===== config.mk =====
export PLATFORM = sky130hd
export DESIGN_NAME = adc_trig_seq
export DESIGN_NICKNAME = d
export VERILOG_FILES = /design/src/rtl/adc_trig_pkg.sv /design/src/rtl/adc_trig_prescale.sv /design/src/rtl/adc_trig_modcnt.sv /design/src/rtl/adc_trig_pacer.sv /design/src/rtl/adc_trig_seq.sv
export SDC_FILE = /design/constraint.sdc
export NUM_CORES = 1
export LEC_CHECK = 0
export ABC_AREA = 1
export BUFFER_PORTS_ARGS = -buffer_cell sky130_fd_sc_hd__buf_2
export CELL_PAD_IN_SITES_DETAIL_PLACEMENT = 1
export CELL_PAD_IN_SITES_GLOBAL_PLACEMENT = 1
export CORE_MARGIN = 2
export CORE_UTILIZATION = 45
export DETAILED_ROUTE_END_ITERATION = 16
export PLACE_DENSITY_LB_ADDON = 0.2
export SLEW_MARGIN = 20
export SYNTH_ARGS = -nofsm -noshare
export SYNTH_HDL_FRONTEND = slang
export SYNTH_SLANG_ARGS = --single-unit
export TNS_END_PERCENT = 30

===== constraint.sdc =====
create_clock -name clk -period 5.5 [get_ports clk]
set_input_delay 1.375 -clock clk [delete_from_list [all_inputs] [get_ports clk]]
set_output_delay 1.375 -clock clk [all_outputs]
set_load 0.005 [all_outputs]

===== src/rtl/adc_trig_pkg.sv =====
package adc_trig_pkg;
  localparam int unsigned A_CTRL = 0;
  localparam int unsigned A_MOD  = 1;
  localparam int unsigned A_CHEN = 2;
  localparam int unsigned A_STAT = 3;
  localparam int unsigned A_DLY0 = 8;

  localparam int unsigned F_CHAIN = 4;
  localparam int unsigned F_REP   = 5;
  localparam int unsigned F_IE    = 6;

  typedef enum logic {
    PACE_SCHED = 1'b0,
    PACE_CHAIN = 1'b1
  } pace_e;
endpackage


===== src/rtl/adc_trig_prescale.sv =====
module adc_trig_prescale #(
  parameter int unsigned DIV_W  = 11,
  parameter int unsigned CODE_W = 4
) (
  input  logic              clk,
  input  logic              rst_n,
  input  logic              run,
  input  logic              clr,
  input  logic [CODE_W-1:0] code,
  output logic              tick
);
  logic [DIV_W-1:0] pre_q, pre_d, mask;

  always_comb begin
    if (code >= CODE_W'(DIV_W)) mask = '1;
    else                        mask = DIV_W'((1 << code) - 1);
  end

  assign tick = run && (&(pre_q | ~mask));

  always_comb begin
    pre_d = pre_q;
    if (clr || !run) pre_d = '0;
    else             pre_d = pre_q + 1'b1;
  end

  always_ff @(posedge clk or negedge rst_n) begin
    if (!rst_n) pre_q <= '0;
    else        pre_q <= pre_d;
  end


  ps_div1_chk: assert property (@(posedge clk) disable iff (!rst_n)
    (run && code == '0) |-> tick);

  ps_idle_chk: assert property (@(posedge clk) disable iff (!rst_n)
    !run |-> !tick);
endmodule


===== src/rtl/adc_trig_modcnt.sv =====
module adc_trig_modcnt #(
  parameter int unsigned CNT_W = 16
) (
  input  logic             clk,
  input  logic             rst_n,
  input  logic             run,
  input  logic             clr,
  input  logic             tick,
  input  logic [CNT_W-1:0] modv,
  output logic [CNT_W-1:0] cnt,
  output logic             wrap
);
  logic [CNT_W-1:0] cnt_d;

  assign wrap = run && tick && (cnt == modv);

  always_comb begin
    cnt_d = cnt;
    if (clr)              cnt_d = '0;
    else if (wrap)        cnt_d = '0;
    else if (run && tick) cnt_d = cnt + 1'b1;
  end

  always_ff @(posedge clk or negedge rst_n) begin
    if (!rst_n) cnt <= '0;
    else        cnt <= cnt_d;
  end


  cnt_le_mod_chk: assert property (@(posedge clk) disable iff (!rst_n)
    cnt <= modv);

  wrap_to_zero_chk: assert property (@(posedge clk) disable iff (!rst_n)
    $past(wrap) |-> (cnt == '0));
endmodule


===== src/rtl/adc_trig_pacer.sv =====
module adc_trig_pacer #(
  parameter int unsigned NCH   = 8,
  parameter int unsigned CNT_W = 16
) (
  input  logic               clk,
  input  logic               rst_n,
  input  logic               run,
  input  logic               tick,
  input  logic               restart,
  input  logic               clear_all,
  input  logic               chain,
  input  logic [NCH-1:0]     en,
  input  logic [NCH*CNT_W-1:0] dly,
  input  logic [CNT_W-1:0]   cnt,
  input  logic [NCH-1:0]     conv_done,
  output logic [NCH-1:0]     trig,
  output logic               seq_done
);
  localparam int unsigned IW = (NCH > 1) ? $clog2(NCH) : 1;

  logic [NCH-1:0] fire, match;
  logic           armed_q, armed_d, wait_q, wait_d;
  logic [IW-1:0]  cur_q, cur_d, first_idx, last_idx, nxt_idx;
  logic           any_en, nxt_found;

  always_comb begin
    any_en = 1'b0;
    first_idx = '0;
    last_idx = '0;
    nxt_found = 1'b0;
    nxt_idx = '0;
    for (int i = 0; i < NCH; i++) begin
      match[i] = run && tick && en[i] && (cnt == dly[i*CNT_W +: CNT_W]);
      if (en[i]) begin
        if (!any_en) first_idx = IW'(i);
        any_en = 1'b1;
        last_idx = IW'(i);
        if (!nxt_found && (IW'(i) > cur_q)) begin
          nxt_found = 1'b1;
          nxt_idx = IW'(i);
        end
      end
    end
  end

  always_comb begin
    fire = '0;
    armed_d = armed_q;
    wait_d = wait_q;
    cur_d = cur_q;
    seq_done = 1'b0;
    if (!chain) begin
      fire = match;
      if (wait_q && conv_done[cur_q]) begin
        seq_done = 1'b1;
        wait_d = 1'b0;
      end
      if (any_en && match[last_idx]) begin
        wait_d = 1'b1;
        cur_d = last_idx;
      end
    end else begin
      if (wait_q && conv_done[cur_q]) begin
        if (nxt_found) begin
          fire[nxt_idx] = 1'b1;
          cur_d = nxt_idx;
        end else begin
          seq_done = 1'b1;
          wait_d = 1'b0;
        end
      end else if (armed_q && run && tick && any_en &&
                   (cnt == dly[CNT_W-1:0])) begin
        fire[first_idx] = 1'b1;
        armed_d = 1'b0;
        wait_d = 1'b1;
        cur_d = first_idx;
      end
      if (restart) begin
        armed_d = 1'b1;
        wait_d = 1'b0;
      end
    end
    if (clear_all) begin
      armed_d = 1'b1;
      wait_d = 1'b0;
      cur_d = '0;
    end
  end

  always_ff @(posedge clk or negedge rst_n) begin
    if (!rst_n) begin
      trig <= '0;
      armed_q <= 1'b1;
      wait_q <= 1'b0;
      cur_q <= '0;
    end else begin
      trig <= fire;
      armed_q <= armed_d;
      wait_q <= wait_d;
      cur_q <= cur_d;
    end
  end


  chain_onehot_chk: assert property (@(posedge clk) disable iff (!rst_n)
    $past(chain) |-> $onehot0(trig));

  sched_on_tick_chk: assert property (@(posedge clk) disable iff (!rst_n)
    ($past(!chain) && (|trig)) |-> $past(tick));
endmodule


===== src/rtl/adc_trig_seq.sv =====
module adc_trig_seq
  import adc_trig_pkg::*;
#(
  parameter int unsigned NCH    = 8,
  parameter int unsigned CNT_W  = 16,
  parameter int unsigned DIV_W  = 11,
  parameter int unsigned CODE_W = 4,
  parameter int unsigned ADDR_W = 4
) (
  input  logic              clk,
  input  logic              rst_n,
  input  logic              wr_en,
  input  logic [ADDR_W-1:0] wr_addr,
  input  logic [CNT_W-1:0]  wr_data,
  input  logic              start,
  input  logic [NCH-1:0]    conv_done,
  output logic [NCH-1:0]    trig,
  output logic              irq
);
  // holding (written) copy
  logic [CODE_W-1:0] h_code, h_code_d;
  logic              h_chain, h_chain_d, h_rep, h_rep_d, ie_q, ie_d;
  logic [CNT_W-1:0]  h_mod, h_mod_d;
  logic [NCH-1:0]    h_en, h_en_d;
  logic [CNT_W-1:0]  h_dly [NCH];
  logic [CNT_W-1:0]  h_dly_d [NCH];
  // working copy
  logic [CODE_W-1:0] a_code;
  logic              a_chain, a_rep;
  logic [CNT_W-1:0]  a_mod;
  logic [NCH-1:0]    a_en;
  logic [CNT_W-1:0]  a_dly [NCH];
  logic [NCH*CNT_W-1:0] a_dly_flat;

  logic run_q, run_d, go, load, tick, wrap, seq_done, flag_q, flag_d;
  logic [CNT_W-1:0] cnt;

  assign go   = start && !run_q;
  assign load = !run_q || wrap;

  always_comb begin
    h_code_d = h_code;
    h_chain_d = h_chain;
    h_rep_d = h_rep;
    ie_d = ie_q;
    h_mod_d = h_mod;
    h_en_d = h_en;
    if (wr_en) begin
      if (wr_addr == ADDR_W'(A_CTRL)) begin
        h_code_d = wr_data[CODE_W-1:0];
        h_chain_d = wr_data[F_CHAIN];
        h_rep_d = wr_data[F_REP];
        ie_d = wr_data[F_IE];
      end
      if (wr_addr == ADDR_W'(A_MOD))  h_mod_d = wr_data;
      if (wr_addr == ADDR_W'(A_CHEN)) h_en_d = wr_data[NCH-1:0];
    end
    for (int i = 0; i < NCH; i++) begin
      h_dly_d[i] = h_dly[i];
      if (wr_en && wr_addr == ADDR_W'(A_DLY0 + i)) h_dly_d[i] = wr_data;
    end
  end

  always_comb begin
    run_d = run_q;
    if (go)                 run_d = 1'b1;
    else if (wrap && !a_rep) run_d = 1'b0;
    flag_d = flag_q;
    if (wr_en && wr_addr == ADDR_W'(A_STAT) && wr_data[0]) flag_d = 1'b0;
    if (seq_done) flag_d = 1'b1;
  end

  always_ff @(posedge clk or negedge rst_n) begin
    if (!rst_n) begin
      h_code <= '0;
      h_chain <= PACE_SCHED;
      h_rep <= 1'b0;
      ie_q <= 1'b0;
      h_mod <= '1;
      h_en <= '0;
      for (int i = 0; i < NCH; i++) h_dly[i] <= '0;
      run_q <= 1'b0;
      flag_q <= 1'b0;
    end else begin
      h_code <= h_code_d;
      h_chain <= h_chain_d;
      h_rep <= h_rep_d;
      ie_q <= ie_d;
      h_mod <= h_mod_d;
      h_en <= h_en_d;
      for (int i = 0; i < NCH; i++) h_dly[i] <= h_dly_d[i];
      run_q <= run_d;
      flag_q <= flag_d;
    end
  end

  always_ff @(posedge clk or negedge rst_n) begin
    if (!rst_n) begin
      a_code <= '0;
      a_chain <= PACE_SCHED;
      a_rep <= 1'b0;
      a_mod <= '1;
      a_en <= '0;
      for (int i = 0; i < NCH; i++) a_dly[i] <= '0;
    end else if (load) begin
      a_code <= h_code;
      a_chain <= h_chain;
      a_rep <= h_rep;
      a_mod <= h_mod;
      a_en <= h_en;
      for (int i = 0; i < NCH; i++) a_dly[i] <= h_dly[i];
    end
  end

  for (genvar g = 0; g < NCH; g++) begin : g_flat
    assign a_dly_flat[g*CNT_W +: CNT_W] = a_dly[g];
  end

  assign irq = flag_q && ie_q;

  adc_trig_prescale #(.DIV_W(DIV_W), .CODE_W(CODE_W)) u_pre (
    .clk(clk), .rst_n(rst_n), .run(run_q), .clr(go), .code(a_code), .tick(tick)
  );

  adc_trig_modcnt #(.CNT_W(CNT_W)) u_cnt (
    .clk(clk), .rst_n(rst_n), .run(run_q), .clr(go), .tick(tick),
    .modv(a_mod), .cnt(cnt), .wrap(wrap)
  );

  adc_trig_pacer #(.NCH(NCH), .CNT_W(CNT_W)) u_pace (
    .clk(clk), .rst_n(rst_n), .run(run_q), .tick(tick), .restart(wrap),
    .clear_all(go), .chain(a_chain), .en(a_en), .dly(a_dly_flat), .cnt(cnt),
    .conv_done(conv_done), .trig(trig), .seq_done(seq_done)
  );


  mask_chk: assert property (@(posedge clk) disable iff (!rst_n)
    (|trig) |-> ((trig & ~$past(a_en)) == '0));

  flag_rise_chk: assert property (@(posedge clk) disable iff (!rst_n)
    $rose(flag_q) |-> $past(|conv_done));

  oneshot_stop_chk: assert property (@(posedge clk) disable iff (!rst_n)
    (wrap && !a_rep) |=> !run_q);
endmodule


==> results of run 1 <==
power by group through the flow:
| stage | sequential [mW] | clock (mW) | combinational, mW |
|---|---|---|---|
| after floorplan | 3.05 | 0 | 0.217 |
| after global placement | 3.09 | 0 | 0.336 |
| after detailed placement | 3.10 | 0 | 0.364 |
| after CTS | 3.06 | 3.05 | 0.370 |
| after global routing | 3.09 | 3.15 | 0.431 |
| final | 3.06 | 3.01 | 0.361 |
cell families after synthesis:
kind of cell               after synthesis
AOI/OAI and AO/OA                      397
adders and majority gates                3
xor gates and xnor gates                51
and+or+nand+nor                        803
muxes                                   58
buffers and inverters                  304
DFF                                    359
cell usage in the layout (no fill, tap or decap), drive strengths merged, types with 3 or more instances in the layout:
cell | netlist | final
nand2 | 449 | 449
dfrtp | 326 | 326
o21ai | 255 | 255
inv | 205 | 209
nor2 | 174 | 174
a21oi | 92 | 92
buf | 36 | 72
nand3 | 71 | 71
clkbuf | 58 | 60
mux2 | 58 | 58
nor3 | 50 | 50
nand4 | 42 | 42
xor2 | 33 | 33
dfstp | 33 | 33
o22ai | 19 | 19
xnor2 | 18 | 18
clkinv | 5 | 13
a211oi | 8 | 8
nor4 | 6 | 6
a221oi | 4 | 4
bufinv | 0 | 4
o21a | 3 | 3
nand3b | 3 | 3
o2111ai | 3 | 3
o211ai | 3 | 3
ha | 3 | 3
final cells by class:
class,count,area share (%)
well taps,468,3.08
flip-flops and latches,359,47.4
inverters,210,4.14
clock buffers,60,6.73
multi-input cells,1312,34.8
clock inverters,16,1.22
repair buffers,72,2.63
stage by stage:
stage | hold slack (ps) | utilization, %
CTS | 482 | 51.7
global route | 509 | 51.7
detailed placement | 468 | 47.6
global placement | 461 | 47.6
finish | 480 | 51.7
floorplan | 432 | -
state kept, by name, summed over array words and instances, names as in the netlist, 3 cells and up:
name	cells
u_pre.pre_q	11
u_pace.trig	8
h_dly	128
a_en	8
a_dly	128
u_pace.cur_q	3
a_code	4
h_code	4
h_mod	16
u_cnt.cnt	16
a_mod	16
h_en	8
metal layers:
metal | share of wire (%) | vias to the layer above | track usage (%)
li1 | - | 6508 | -
met4 | 4.5 | 0 | 13.9
met1 | 42 | 7105 | 38.7
met3 | 4.0 | 139 | 3.67
met2 | 49 | 350 | 52.7
met5 | 0 | - | 0
tightest hold or removal path: stages, from the launching register on:
cell and delay (ps):
dfrtp_1 350, nand2_1 60, nand2_1 40
worst paths after layout:
kind	start	to	cells after the start
max	u_cnt.cnt[9]$_DFFE_PN0P_	a_dly[49]$_DFFE_PN0P_	9
min	u_pace.wait_q$_DFFE_PN0P_	u_pace.wait_q$_DFFE_PN0P_	2
max reg2reg	u_cnt.cnt[9]$_DFFE_PN0P_	a_dly[49]$_DFFE_PN0P_	9
min reg2reg	u_pace.wait_q$_DFFE_PN0P_	u_pace.wait_q$_DFFE_PN0P_	2
max in group asynchronous	rst_n	h_dly[102]$_DFFE_PN0P_	2
min in group asynchronous	rst_n	a_code[3]$_DFFE_PN0P_	1
==> results.md, run 1 <==
GRT:
- For this run, the total global-route usage over all layers was measured as 30.6%.
- The residual overflow from global routing is 0.
- The number of antenna violations at the first check in global routing is 0.
- The pin count of the biggest net entering global routing is 101.
- The first global-routing pass estimated 89.6 mm of wire.
- The via count of the first global-routing pass came to 15273.

Clocking:
- The number of gates resized after CTS was 0.
- The number of levels in the clock H-tree is 2.
- TritonCTS built the clock tree.
- The count of hold-fix buffers inserted at cts is 0.
- The clock transition at the registers of the reported paths is 60 ps.
- The maximum count of clock buffers along a single path is 3.
- The sink count of the clock tree is 359.
- The clock tree root driver cell is clkbuf_16.
- The clock latency reported for the late side of the worst-skew pair is 590 ps.
- Post-CTS timing repair inserted 0 buffers for setup.
- Counting the buffers created by CTS gives 42.

Route:
- After detailed routing, the number of vias per cell comes to 5.65.
- The post-route antenna net violation count is 0.
- The final layout contains routed wiring with a total length of 57.4 mm.
- Summing over every cut layer, the via total after detailed routing is 14102.
- The mean routed wirelength per cell is 23.0 um.
- The number of optimization iterations in the first detailed-route pass is 5.
- For this block, the initial DRC count from the detailed router was 1022.
- The final routed DRC violation total is 0.

Pwr:
- The power density relative to cell area is 338 nW/um2.
- The total leakage power is 9.08 nW.
- The maximum ir drop on the vdd rail is 0.232 mV.
- The total power draw is 6.43 mW.
- The clock network is responsible for 46.7% of the overall power.
- The relative contribution of sequential cells to total power is 47.6%.
- Cell internal power was estimated by the tool at 4.87 mW.
- The switching share of power is 24.3%.
- The share of power burned in combinational logic is 5.6%.
- The switching component of the power is 1.56 mW.

Worst hold path:
- The class of the tightest hold or removal check is flip-flop to flip-flop.

Yosys:
- The XOR/XNOR share of the synthesized area is 2.65%.
- The async set-reset flop share out of synthesis is 100%.
- The total standard cell area after synthesis is 16900 um2.
- Summing the sequential cell areas from Yosys gives 53.5% of the chip area.
- Yosys attributes the largest share of cell area to dfrtp_1 (48%), nand2_1 (9.9%), o21ai_0 (6.6%), dfstp_2 (5.1%), inv_1 (4.5%).
- After Yosys synthesis, full adders, half adders and majority gates account for 0.223% of the synthesized area.
- The number of storage elements in the synthesis netlist is 359.
- The Yosys step of the flow raised 0 warnings.
- The synthesized design spends more area on one cell type than any other, namely dfrtp_1.
- A synthesized cell averages 8.54 um2.
- The synthesized netlist devotes 12.5% of its cell area to compound gates.
- Among all flip-flop cells after synthesis, the most frequent one is dfrtp_1.
- The most common cell in the synthesized netlist is nand2_1.
- Synthesis produced a netlist with a net count of 2010.
- The share of synthesized area spent on multiplexers is 3.87%.
- The count of mapped cells out of synthesis is 1975.
- The commonest cells after synthesis are nand2_1 (447), dfrtp_1 (326), o21ai_0 (222).
- The dominant combinational cell family by area after synthesis is simple AND/OR/NAND/NOR gates.
- The portion of synthesized cell area occupied by the leading cell type is 48.4%.
- The simple-gate share of the synthesized area is 19.9%.
- After synthesis, the netlist uses 49 different library cells.
- The number of flops mapped to enable cells by yosys is 0.

Worst setup path:
- STA classifies the critical path startpoint as a flip-flop.
- On the worst path, the slowest cell contributes a delay of 750 ps.
- The register-to-register setup slack is 1220 ps.
- The family of cells with the greatest summed delay on the critical path is simple AND/OR/NAND/NOR gates.
- For this design, the slowest cell found on the critical path is dfrtp_1.
- STA puts the critical path data arrival time at 4750 ps.
- STA classifies the critical path endpoint as a flip-flop.
- The data required time of the critical path is 5970 ps.
- Counting stages on the worst path, the most repeated cell is nand4_1.
- The worst setup path is of the flip-flop to flip-flop kind.
- The critical-path maximum fanout is 94.
- Walking the worst path, the cells encountered are clkinv_1, nand2_1, nand4_1, nor4_1, nand4_1, or2_1, nand2_8, buf_4, mux2_2.
- The number of buffers and inverters on the critical path is 2.

Floorplanning:
- The overall die height is 198 um.
- The core area is 36800 um2.
- The floorplan step defined a die boundary enclosing 39000 um2.
- In this run the horizontal extent of the chip is 198 um.
- The total number of placement rows is 70.
- The initial utilization of the core area, before any placement, comes to 45.9%.
- The number of top-level design ports is 41.

Cells and area:
- The final cell area excluding filler cells is 19000 um2.
- The final instance count without filler cells is 2497.
- Of the cells placed in the final design, the portion with a size suffix greater than 1 is 11.3%.
- The sequential cell area in the final layout is 9020 um2.
- The number of nets in the final layout is 2032.
- The post-synthesis to final-layout area growth is 12.8%.
- Fill cells in the final layout number 4347.
- The area taken by multi-input logic gates is 6610 um2.
- The number of antenna repair diodes is 0.

STA:
- The post-route clock period utilization is 77.8%.
- Measured against its own limit, the worst slew margin works out to 42.8%.
- The final critical delay including setup and external delays is 4280 ps.
- Setup repair after global routing left no endpoint under its margin.
- The number of endpoints failing setup at the final stage is 0.
- The final worst clock skew is 46.4 ps.
- The count of pins over their slew limit came to 0.
- For the pin with the worst max-slew slack, the measured transition is 853 ps.
- The highest achievable clock rate is 234 MHz.
- The final-report hold violation count is 0.
- In the final timing run, aggregate negative setup slack is 0 ps.
- In the post-route analysis, the smallest setup slack over all paths is 1220 ps.

Place:
- In this run the tool buffered the top-level ports with 40 buffer cells.
- The half-perimeter wire length after detailed placement is 40.9 mm.
- The last weighted congestion value of the routability-driven placer is 0.958.
- In this run the cell area measured after placement is 17500 um2.
- The worst setup slack before clock tree synthesis is 1350 ps.
- Including well taps, the total number of placed cells is 2421.

Run:
- The tool flagged a number of max-cap violations equal to 0.

Status:
- The run finished with clean final reports.
No activity file was read; power rests on OpenSTA's default activity.
==> run 2, diff against run 1 <==
Settings changed: ABC_AREA 1 to 0.
Clock period 5.5 ns to 4 ns, I/O delays scaled along.
==> run 2 against run 1 <==
Compared with the run above: power rose by 120%; register-to-register slack worse by 1100 ps; critical path depth increased by 2; via count decreased by 27%; die area grew 0.27%; flip-flop and latch count stayed put; area after synthesis rose by 0.28%; worst hold slack worse by 13 ps; critical path type unchanged.
==> results.md, run 2 <==
Place:
- The half-perimeter wire length after detailed placement came to 30.0 mm (-27%).
- The number of buffer cells added on primary ports is 40 (unchanged).
- The worst setup slack before clock tree synthesis was -59.7 ps (-1410 ps).
- The last weighted congestion value of the routability-driven placer is 0.844 (-12%).

Floorplanning:
- The overall die area came to 39200 um2 (+0.27%).
- The width of the die came to 198 um (+0.14%).
- The total number of placement rows is 71 (+1.4%).
- The overall die height is 198 um (+0.14%).
- The number of top-level design ports is 41 (unchanged).
- The core area is 37300 um2 (+1.4%).
- The initial cell density of the core is 45.3% (-0.52 points).

Yosys:
- The async set-reset flop share out of synthesis is 100% (unchanged).
- After synthesis, the cell types taking the most area are dfrtp_1 (48%), mux2_2 (13%), mux2_4 (8.0%), dfstp_2 (5.1%), xnor2_1 (4.8%).
- The share of synthesized area occupied by flip-flops and latches was 53.4% (-0.15 points).
- The number of storage elements in the synthesis netlist came to 359 (unchanged).
- The synthesized area per cell is 13.4 um2 (+57%).
- The count of unique library cells instantiated by Yosys is 68 (+39%).
- The cell type contributing the most total cell area after synthesis is dfrtp_1.
- The synthesized netlist net count was 1298 (-35%).
- The count of synthesis-stage warnings from yosys came to 0 (unchanged).
- The number of flops mapped to enable cells by yosys is 0 (unchanged).
- The portion of synthesized cell area occupied by the leading cell type is 48.2% (-0.14 points).
- The dominant register cell in the synthesized netlist is dfrtp_1.
- Sorting the synthesized cells by how often they occur yields dfrtp_1 (326), mux2_2 (198), xnor2_1 (93).
- The count of mapped cells out of synthesis is 1263 (-36%).
- The most frequently used cell type in the post-synthesis netlist is dfrtp_1.
- The total standard cell area after synthesis is 16900 um2 (+0.28%).

Pwr:
- The share of power burned in combinational logic was 31.6% (+26 points).
- The total power draw is 14.1 mW (+120%).
- The clock network fraction of total power was 26.8% (-20 points).
- The total leakage power is 8.57 nW (-5.7%).
- The power density relative to cell area is 729 nW/um2 (+120%).
- The maximum ir drop on the vdd rail is 0.544 mV (+130%).
- The relative contribution of sequential cells to total power is 41.7% (-5.9 points).
- The cell-internal power was 9.68 mW (+99%).
- The switching share of power was 31.5% (+7.2 points).
- The switching component of the power is 4.44 mW (+180%).

Clocking:
- The number of levels in the clock H-tree is 2 (unchanged).
- The CTS buffer count is 40 (-4.8%).
- The clock transition at the registers of the reported paths is 60 ps (about the same).
- The clock latency reported for the late side of the worst-skew pair is 550 ps (-40 ps).
- The maximum count of clock buffers along a single path is 3 (unchanged).
- The clock tree from TritonCTS is built.
- The count of hold-fix buffers inserted at cts is 0 (unchanged).
- The cell sitting at the root of the clock tree is a clkbuf_16.
- The sink count of the clock tree came to 359 (unchanged).

STA:
- The final critical delay including setup and external delays is 3920 ps (-364 ps).
- The highest achievable clock rate is 255 MHz (+9.3%).
- The number of endpoints failing setup at the final stage is 0 (unchanged).
- The count of pins over their slew limit is 0 (unchanged).
- The final worst slack is 82.9 ps (-1140 ps).
- The setup total negative slack is 0 ps (unchanged).
- The post-route clock period utilization is 97.9% (+20 points).
- The final-report hold violation count is 0 (unchanged).
- The final worst clock skew is 28.0 ps (-18.4 ps).
- The worst max-slew margin expressed relative to the limit is 35.9% (-6.9 points).
- Setup repair after global routing could not meet its margin everywhere.
- The measured slew at the worst slew-check pin is 953 ps (+100 ps).

Route:
- The number of optimization iterations in the first detailed-route pass is 4 (-1).
- The mean number of vias per cell is 5.61 (-0.73%).
- The total number of vias is 10265 (-27%).
- The number of DRC markers after the initial detailed-route iteration is 606 (-41%).
- The final routed DRC violation total is 0 (unchanged).
- The mean routed wirelength per cell came to 24.9 um (+8.4%).
- The post-route antenna net violation count is 0 (unchanged).
- The detailed-route wire length is 45.6 mm (-21%).

Cells and area:
- The ratio of cells with drive above 1 in the final layout is 37.5% (+26 points).
- The layout filler cell count was 3678 (-15%).
- The post-synthesis to final-layout area growth is 14.5%.
- In the layout the commonest cells are dfrtp_1 (326), mux2_2 (190), mux2_4 (98), xnor2_1 (93), xor2_1 (71).
- The number of nets in the final layout is 1361 (-33%).
- The sequential cell area in the final layout is 9020 um2 (unchanged).
- The largest registers in the layout are a_dly x128, h_dly x128.
- The fraction of the core area covered by cells at the end of the flow is 51.9% (+0.18 points).
- The area taken by multi-input logic gates is 7470 um2 (+13%).
- The most frequent standard cell in the layout excluding fill and tap cells is dfrtp_1.

Worst hold path:
- The class of the tightest hold or removal check is flip-flop to flip-flop.

GRT:
- The first-pass GRT wire length came to 69.4 mm (-23%).
- The via count of the first global-routing pass is 11055 (-28%).
- The total track usage is 23.8% (-6.8 points).
- The number of antenna violations at the first check in global routing is 1 (+1).
- The pin count of the biggest net entering global routing is 93 (-7.9%).
- The residual overflow from global routing is 0 (unchanged).

Worst setup path:
- STA classifies the critical path endpoint as a flip-flop.
- The data required time of the critical path is 4430 ps (-1540 ps).
- The critical-path maximum fanout is 30 (-68%).
- The critical path class is flip-flop to flip-flop.
- The endpoint arrival time on the critical path is 4340 ps (-410 ps).
- STA classifies the critical path startpoint as a flip-flop.

Run:
- The number of violations of the max-capacitance limit is 0 (unchanged).

Status:
- The run finished with clean final reports.
[run 2: changes by cell type in the layout (fill, tap and decap cells not counted), moves of 38 or more]
cell | previous run | this run
nand2_1 | 447 | 36
o21ai_0 | 222 | 17
inv_1 | 203 | 11
mux2_2 | 39 | 190
nor2_1 | 167 | 31
mux2_4 | 0 | 98
xnor2_1 | 18 | 93
a21oi_1 | 92 | 23
nand3_1 | 71 | 26
xor2_1 | 33 | 71
[run 2: final cells by class]
class / count / area share [%]
Inverter: 12 / 0.233
Sequential cell: 359 / 46.6
Clock inverter: 5 / 0.446
Timing Repair Buffer: 100 / 4.47
Multi-Input combinational cell: 813 / 38.6
Clock buffer: 67 / 6.58
Tap cell: 474 / 3.06
Antenna cell: 1 / 0.0129
[run 2: cell families after synthesis]
kind of cell	Yosys count	synth area share (%)
simple gates	228	7.31
mux	324	23.7
buf+inv	92	3.31
flops	359	53.4
compound gates	93	3.63
fa+ha+maj	3	0.222
xor+xnor	164	8.49
[run 2: stage by stage]
stage	hold WS, ps	instances	cell area, um2
6_report	467	1831	19400
3_3_place_gp	451	1752	17700
2_1_floorplan	442	1263	16900
5_1_grt	490	1830	19400
4_1_cts	471	1824	19100
3_5_place_dp	458	1752	17700
[run 2: power by group through the flow]
stage	combinational, mW	clock, mW	sequential (mW)
finish	4.46	3.78	5.89
global route	4.84	4.01	6.07
floorplan	3.43	0	5.53
detailed placement	4.23	0	5.93
CTS	4.27	3.85	5.88
global placement	4.11	0	5.86
[run 2: worst paths after layout]
kind,start,endpoint,slack (ps),cells past startpoint
setup / recovery,a_code[1]$_DFFE_PN0P_,a_dly[12]$_DFFE_PN0P_,80,11
min in group asynchronous,rst_n,u_pre.pre_q[3]$_DFF_PN0_,490,1
setup reg to reg,a_code[1]$_DFFE_PN0P_,a_dly[12]$_DFFE_PN0P_,80,11
max in group asynchronous,rst_n,a_mod[13]$_DFFE_PN1P_,2560,2
hold reg to reg,flag_q$_DFFE_PN0P_,flag_q$_DFFE_PN0P_,470,1
hold / removal,flag_q$_DFFE_PN0P_,flag_q$_DFFE_PN0P_,470,1
[run 2: critical path: stages, from the launching register on]
cell      delay, ps
dfrtp_1         380
or4_4           560
ha_4            190
or2_4           250
and2_4          170
a311oi_2        190
nor3_1           70
or4b_4          540
or4_4           630
nand2_8         160
buf_16          240
mux2_2          370
[run 2: per-layer routing]
metal / track usage [%] / wire (um) / vias to the layer above
met3: 3.22 / 1630 / 60
met1: 32.7 / 21000 / 5463
met5: 0 / 0 / -
met4: 6.35 / 984 / 0
met2: 39.6 / 22000 / 168
li1: - / - / 4574
[run 2: what timing repair did]
| item | CTS | global route |
|---|---|---|
| gates cloned | 0 | 4 |
| pin swaps | 0 | 8 |
| setup endpoints to repair | 73 | 176 |
| setup buffers | 0 | 2 |
| resized for setup | 1 | 32 |
